--- src/rtl/call_pkg.sv ---
package call_pkg;
  localparam int CALLERS = 2;
  localparam int IDX_W   = (CALLERS > 1) ? $clog2(CALLERS) : 1;

  typedef struct packed {
    logic [CALLERS-1:0] load;
    logic               raiseErr;
  } callStrobe_t;
endpackage

--- src/rtl/call_ctrl.sv ---
module call_ctrl
  import call_pkg::*;
(
  input  logic               clk,
  input  logic               rstN,
  input  logic [CALLERS-1:0] callReq,
  input  logic               procAck,
  input  logic [CALLERS-1:0] done,
  output callStrobe_t        strobe
);
  logic               ackPrev;
  logic [CALLERS-1:0] pend;
  logic [CALLERS-1:0] xPhase;
  logic [CALLERS-1:0] loadVec;
  logic               ackToggle;

  always_ff @(posedge clk) begin
    if (!rstN) ackPrev <= 1'b0;
    else       ackPrev <= procAck;
  end

  assign pend      = callReq ^ done;
  assign ackToggle = procAck ^ ackPrev;

  for (genvar i = 0; i < CALLERS; i++) begin : g_half
    // the phase term of each half combines the shared acknowledge with the partner's done
    assign xPhase[i]  = procAck ^ done[CALLERS-1-i];
    assign loadVec[i] = (callReq[i] == xPhase[i]) && (done[i] != callReq[i]);
  end

  always_comb begin
    strobe.load     = loadVec;
    strobe.raiseErr = (&pend) | (ackToggle & ~(|pend));
  end
endmodule

--- src/rtl/call_path.sv ---
module call_path
  import call_pkg::*;
(
  input  logic               clk,
  input  logic               rstN,
  input  logic [CALLERS-1:0] callReq,
  input  callStrobe_t        strobe,
  output logic [CALLERS-1:0] done,
  output logic               procReq,
  output logic               protoErr
);
  for (genvar i = 0; i < CALLERS; i++) begin : g_done
    always_ff @(posedge clk) begin
      if (!rstN)               done[i] <= 1'b0;
      else if (strobe.load[i]) done[i] <= callReq[i];
    end
  end

  assign procReq = ^callReq;

  always_ff @(posedge clk) begin
    if (!rstN)                protoErr <= 1'b0;
    else if (strobe.raiseErr) protoErr <= 1'b1;
  end
endmodule

--- src/rtl/call_merge2.sv ---
module call_merge2
  import call_pkg::*;
(
  input  logic clk,
  input  logic rstN,
  input  logic callReqA,
  input  logic callReqB,
  input  logic procAck,
  output logic procReq,
  output logic doneA,
  output logic doneB,
  output logic protoErr
);
  logic [CALLERS-1:0] reqVec;
  logic [CALLERS-1:0] doneVec;
  callStrobe_t        strobe;

  assign reqVec = {callReqB, callReqA};
  assign doneA  = doneVec[0];
  assign doneB  = doneVec[1];

  call_ctrl u_ctrl (
    .clk(clk), .rstN(rstN), .callReq(reqVec), .procAck(procAck),
    .done(doneVec), .strobe(strobe)
  );

  call_path u_path (
    .clk(clk), .rstN(rstN), .callReq(reqVec), .strobe(strobe),
    .done(doneVec), .procReq(procReq), .protoErr(protoErr)
  );
endmodule

--- config.mk ---
export PLATFORM = sky130hd
export DESIGN_NAME = call_merge2
export DESIGN_NICKNAME = d
export VERILOG_FILES = /design/src/rtl/call_pkg.sv /design/src/rtl/call_ctrl.sv /design/src/rtl/call_path.sv /design/src/rtl/call_merge2.sv
export SDC_FILE = /design/constraint.sdc
export NUM_CORES = 1
export LEC_CHECK = 0
export CAP_MARGIN = 20
export CORE_AREA = 2 2 39 41
export DETAILED_ROUTE_END_ITERATION = 10
export DIE_AREA = 0 0 41 43
export PLACE_DENSITY = 0.42
export SLEW_MARGIN = 40
export SYNTH_ARGS = -nofsm -noshare
export SYNTH_HDL_FRONTEND = slang
export SYNTH_SLANG_ARGS = --single-unit
--- constraint.sdc ---
create_clock -name clk -period 0.91 [get_ports clk]
set_input_delay 0.1365 -clock clk [delete_from_list [all_inputs] [get_ports clk]]
set_output_delay 0.1365 -clock clk [all_outputs]
set_load 0.005 [all_outputs]
* Yosys cells after proc, flatten, opt, wreduce, memory -nomap -nowiden *
Cells that the tools add are included.
Widths: inputs -> output; s select.

cells by class
  equality and inequality tests = 4
  bitwise logic cells = 7
  reduce and logical (&&, ||, !) cells = 5

operators with widths
  operator           number
  $xor 1x1->1        3
  $eq 1x1->1         2
  $logic_and 1x1->1  2
  $ne 1x1->1         2
  $reduce_and 2->1   1
  $reduce_or 2->1    1
  $reduce_xor 2->1   1
  $xor 2x2->2        1
  $and 1x1->1        1
  $not 1->1          1
  $or 1x1->1         1

storage, ports and cells
  register bits after elaboration = 4
  output and inout port bits = 4

* Depth between registers and ports, before layout *
  depth in word-level cells = 5
  gate-level depth with buffers = 3
  depth with buffers taken out = 3

* Modules after synthesis *
From an unflattened synthesis, not the netlist that was laid out.

unflattened totals
  cell total of the unflattened synthesis = 24
  area total of the unflattened synthesis = 229.0 um^2

by module, submodules not included
  module     instances  cells an instance  area each (um^2)  seq. area each (um^2)
  call_ctrl  1          15                 120.1             20.0
  call_path  1          9                  108.9             60.1

* Worst setup path after synthesis *
OpenSTA, ideal clock, no wires.

  path kind = reg-to-reg
  start = register u_path.done[0]
  end = register u_path.protoErr
  arrival time = 846 ps
  required time = 795 ps
  setup slack = -51 ps
  cell stages (with the launch flop) = 4
  clock period less this slack = 961 ps
  cell sequence = dfxtp_1 > xor2_1 > a21o_1 > o21a_1

on the way
  longest elaborated chain between the ends = 5
  elaborated cells between the ends (all ways) = 6

RTL lines
  item                              RTL line         source
  start: declaration                call_path.sv:8   output logic [CALLERS-1:0] done,
  start signal: indexed assignment  call_path.sv:15  else if (strobe.load[i]) done[i] <= callReq[i];
  $xor 2x2->2 *                     call_ctrl.sv:22  assign pend = callReq ^ done;
  $reduce_or 2->1                   call_ctrl.sv:33  strobe.raiseErr = (&pend) | (ackToggle & ~(|pend));
  $not 1->1                         call_ctrl.sv:33
  $and 1x1->1                       call_ctrl.sv:33
  $or 1x1->1 *                      call_ctrl.sv:33
  end signal: assignment            call_path.sv:22  if (!rstN) protoErr <= 1'b0;
  end signal: assignment            call_path.sv:23  else if (strobe.raiseErr) protoErr <= 1'b1;
  end: declaration                  call_path.sv:10  output logic protoErr

Mark *: on every way between the ends. The rest lies on a longest branch, timed or not.
A chain may end at the register's enable or synchronous reset.

* Final worst setup path *
  start = register u_path.done[0]
  end = register u_path.done[1]

on the way
  longest elaborated chain between the ends = 3

RTL lines
  item               RTL line         source
  $xor 1x1->1        call_ctrl.sv:27  assign xPhase[i] = procAck ^ done[CALLERS-1-i];
  $eq 1x1->1         call_ctrl.sv:28  assign loadVec[i] = (callReq[i] == xPhase[i]) && (done[i] != callReq[i]);
  $logic_and 1x1->1  call_ctrl.sv:28

No other way between the ends.

==> PnR_summary.wiki <==
{| class="wikitable"
! Metric !! Value
|-
| Switch share || 24.73%
|-
| Top achievable clock speed || 1050 MHz
|-
| Synthesized area divided by synthesized cell count || 10.26 um2
|-
| Max-cap violations || 0
|-
| Critical Path Source Type || flip-flop
|-
| Leakage power || 0.1589 nW
|-
| DRC errors left || 0
|-
| Clock transition at the registers of the reported paths || 40 ps
|-
| Insertion delay of the later-clocked pin in the worst-skew pair || 230 ps
|-
| Final count of hold timing violations || 0
|-
| Number of global-route vias before repair || 195
|-
| Area added between synthesis and finish || 71.95%
|-
| Utilization of the core after routing || 25.50%
|-
| Multi-input combinational cell area || 132.6 um2
|-
| Count of clock tree sinks || 4
|-
| Routability-driven placement congestion ratio || 0.6439
|-
| Endpoint kind of the worst setup timing path || flip-flop
|-
| Required time of the worst setup path || 1030 ps
|-
| Count of mapped cells out of synthesis || 20
|-
| Combined flip-flop and latch cell area || 87.58 um2
|-
| Maximum clock insertion buffer count || 2
|-
| Proportion of synthesized chip area in sequential cells || 39.02%
|-
| Total count of max-transition violations in the final report || 0
|-
| Violations in the final reports || negative setup slack
|-
| Critical path buffers and inverters || 1
|-
| Routed via count || 186
|-
| Maximum fanout encountered on the critical timing path || 5
|-
| Clk pwr share || 41.0%
|-
| Switching power of the nets || 0.0001434 W
|-
| Part of the cycle the worst path needs || 104.7%
|-
| Number of H-tree branching levels || 1
|-
| Slew margin rel. || 86.68%
|-
| Die area || 1763 um2
|-
| Clock tree from TritonCTS || built
|-
| Gate power share || 22.1%
|-
| Met2 usage in global routing || 9.063%
|-
| Synthesized flop and latch total || 4
|-
| Number of setup violations in the final report || 2
|-
| CP Data Arrival Time || 1070 ps
|-
| Filler Cells Inserted || 163
|-
| Clock root buffer || clkbuf_4
|-
| Leftover overflow at the end of global routing || 0
|-
| Post-placement cell area || 342.8 um2
|-
| Share of total power in sequential cells || 36.9%
|-
| Setup ws final || -42.67 ps
|-
| Number of library cell types mapped by synthesis || 13
|-
| Post-DR vias/cell || 3.647
|-
| Remaining number of nets flagged by the antenna check after routing || 0
|-
| Site Rows || 14
|-
| Mean routed wirelength per cell || 8.157 um
|-
| Num ports || 9
|-
| Count of warnings emitted by yosys || 0
|-
| Fraction of layout instances using a drive strength above 1 || 45.71%
|-
| Internal cell power || 0.0004365 W
|-
| Delay-heaviest family, CP || flip-flops
|-
| First drt pass iteration count || 1
|-
| Antenna cells || 0
|-
| Run status || finished, violations left
|-
| Maximum resistive drop on vdd || 627.3 uV
|-
| GR Util met3 || 3.141%
|-
| Unrepaired setup endpoints after global routing || true
|-
| Final cell count without fillers || 51
|-
| Initial core utilization || 14.83%
|-
| Busiest grt layer || met2
|-
| Worst hold-check path type || input pin to flip-flop
|-
| Worst clock skew on the final layout || 3.371 ps
|-
| Total routing resource utilization after global routing || 6.653%
|-
| Transition at the pin with the smallest max-transition slack || 199.8 ps
|-
| Port Buf Inserts || 8
|-
| Horizontal extent of the die || 41 um
|-
| Cts bufs inserted || 3
|-
| Power per unit of standard cell area || 1643 nW/um2
|-
| Cell count after placement || 47
|-
| Post-layout nets || 41
|-
| Die span in y || 43 um
|-
| Final critical-path required period || 952.7 ps
|-
| Post-synthesis net count || 25
|-
| Maximum number of pins on one net before global-route repair || 6
|-
| Final routed wirelength across all metal layers || 416 um
|-
| Summed instance area of the synthesized netlist || 205.2 um2
|-
| Cells along the critical path || buf_6 > xor2_1 > o21ai_1 > a21boi_1
|-
| Crit-path slowest cell || dfxtp_4
|-
| First-pass GRT wire length || 738 um
|-
| Routing usage on met1 || 7.166%
|-
| Summed area of non-filler cells in the final layout || 352.8 um2
|-
| Antenna violations before repair || 0
|-
| Total core area || 1384 um2
|-
| Setup Crit Path Kind || flip-flop to flip-flop
|-
| CP max stage delay || 360 ps
|-
| DP Wirelength || 368.6 um
|-
| Initial detailed-routing violation count || 0
|}
## cells by family (layout without fill, tap and decap cells)
| logic type | count (synthesis) | count (layout) | synth area share, % |
|---|---|---|---|
| DFF | 4 | 4 | 39.03 |
| buffers and inverters | 0 | 15 | 0 |
| xor gates and xnor gates | 6 | 6 | 29.27 |
| and+or+nand+nor | 4 | 4 | 12.20 |
| AOI/OAI and AO/OA | 6 | 6 | 19.51 |
## metrics by stage
stage               setup TNS (ps)  worst slack [ps]   power, W  hold WS (ps)
floorplan                   -10.05            -10.05  0.0002787         254.0
global placement             -1775            -511.9  0.0003663         515.4
detailed placement           -1853            -532.5  0.0003686         517.6
CTS                         -109.3            -67.83  0.0006001         411.3
global route                -170.3            -98.66  0.0006330         435.5
finish                      -74.23            -42.67  0.0005799         412.4
## cell usage after synthesis (all sizes together)
master | n | share of area, %
a21boi | 2 | 7.3
a21o | 1 | 3.7
and2 | 1 | 3.7
dfxtp | 4 | 39
nand2 | 2 | 3.7
nor3 | 1 | 4.9
o21a | 1 | 3.7
o21ai | 2 | 4.9
xnor2 | 1 | 4.3
xor2 | 5 | 25
## placed cells by master, fill, tap and decap left out, drive strengths merged
master	n
nand2	2
o21a	1
and2	1
dlygate4sd2	3
nor3	1
buf	6
xor2	5
dfxtp	4
clkdlybuf4s50	1
a21o	1
o21ai	2
a21boi	2
xnor2	1
clkbuf	5
## final cells by class
type                    instances  share of cell area [%]
repair buffers                 11                   24.47
flip-flops and latches          4                   24.82
well taps                      16                   5.674
clock buffers                   4                   7.447
multi-input cells              16                   37.59
## flip-flops by register name, indices dropped and copies added (netlist names)
name / count
u_ctrl.ackPrev: 1
u_path.done: 2
u_path.protoErr: 1
## layer usage
layer | vias up | share of wire [%]
met1 | 89 | 38
met4 | 0 | 0
met3 | 0 | 4.6
met5 | - | 0
met2 | 2 | 57
li1 | 95 | -
## power groups by stage
| stage | combinational, W | sequential (W) | clock [W] |
|---|---|---|---|
| 3_3_place_gp | 0.000150 | 0.000217 | 0 |
| 6_report | 0.000128 | 0.000214 | 0.000237 |
| 4_1_cts | 0.000135 | 0.000215 | 0.000250 |
| 5_1_grt | 0.000144 | 0.000217 | 0.000272 |
| 3_5_place_dp | 0.000151 | 0.000217 | 0 |
| 2_1_floorplan | 0.0000616 | 0.000217 | 0 |
## worst reg2reg max path, stage by stage, from the launching register on
cell      delay (ps)
dfxtp_4          360
buf_6            110
xor2_1           160
o21ai_1          140
a21boi_1          80
## repair_timing
| item | in CTS | in global routing |
|---|---|---|
| endpoints found under the setup margin | 7 | 4 |
| cloned | 0 | 0 |
| pin swaps | 3 | 2 |
| buffers inserted | 0 | 0 |
| resized for setup | 19 | 1 |
| hold buffers | 0 | 0 |
## final timing paths
path,start,endpoint,slack (ps),depth (start not counted)
max reg2reg,u_path.done[0],u_path.done[1],-40,4
max,u_path.done[0],u_path.done[1],-40,4
min,procAck,u_ctrl.ackPrev,410,2
min reg2reg,u_path.done[0],u_path.done[0],520,2
Note: power is estimated with default switching activity, not from simulation.
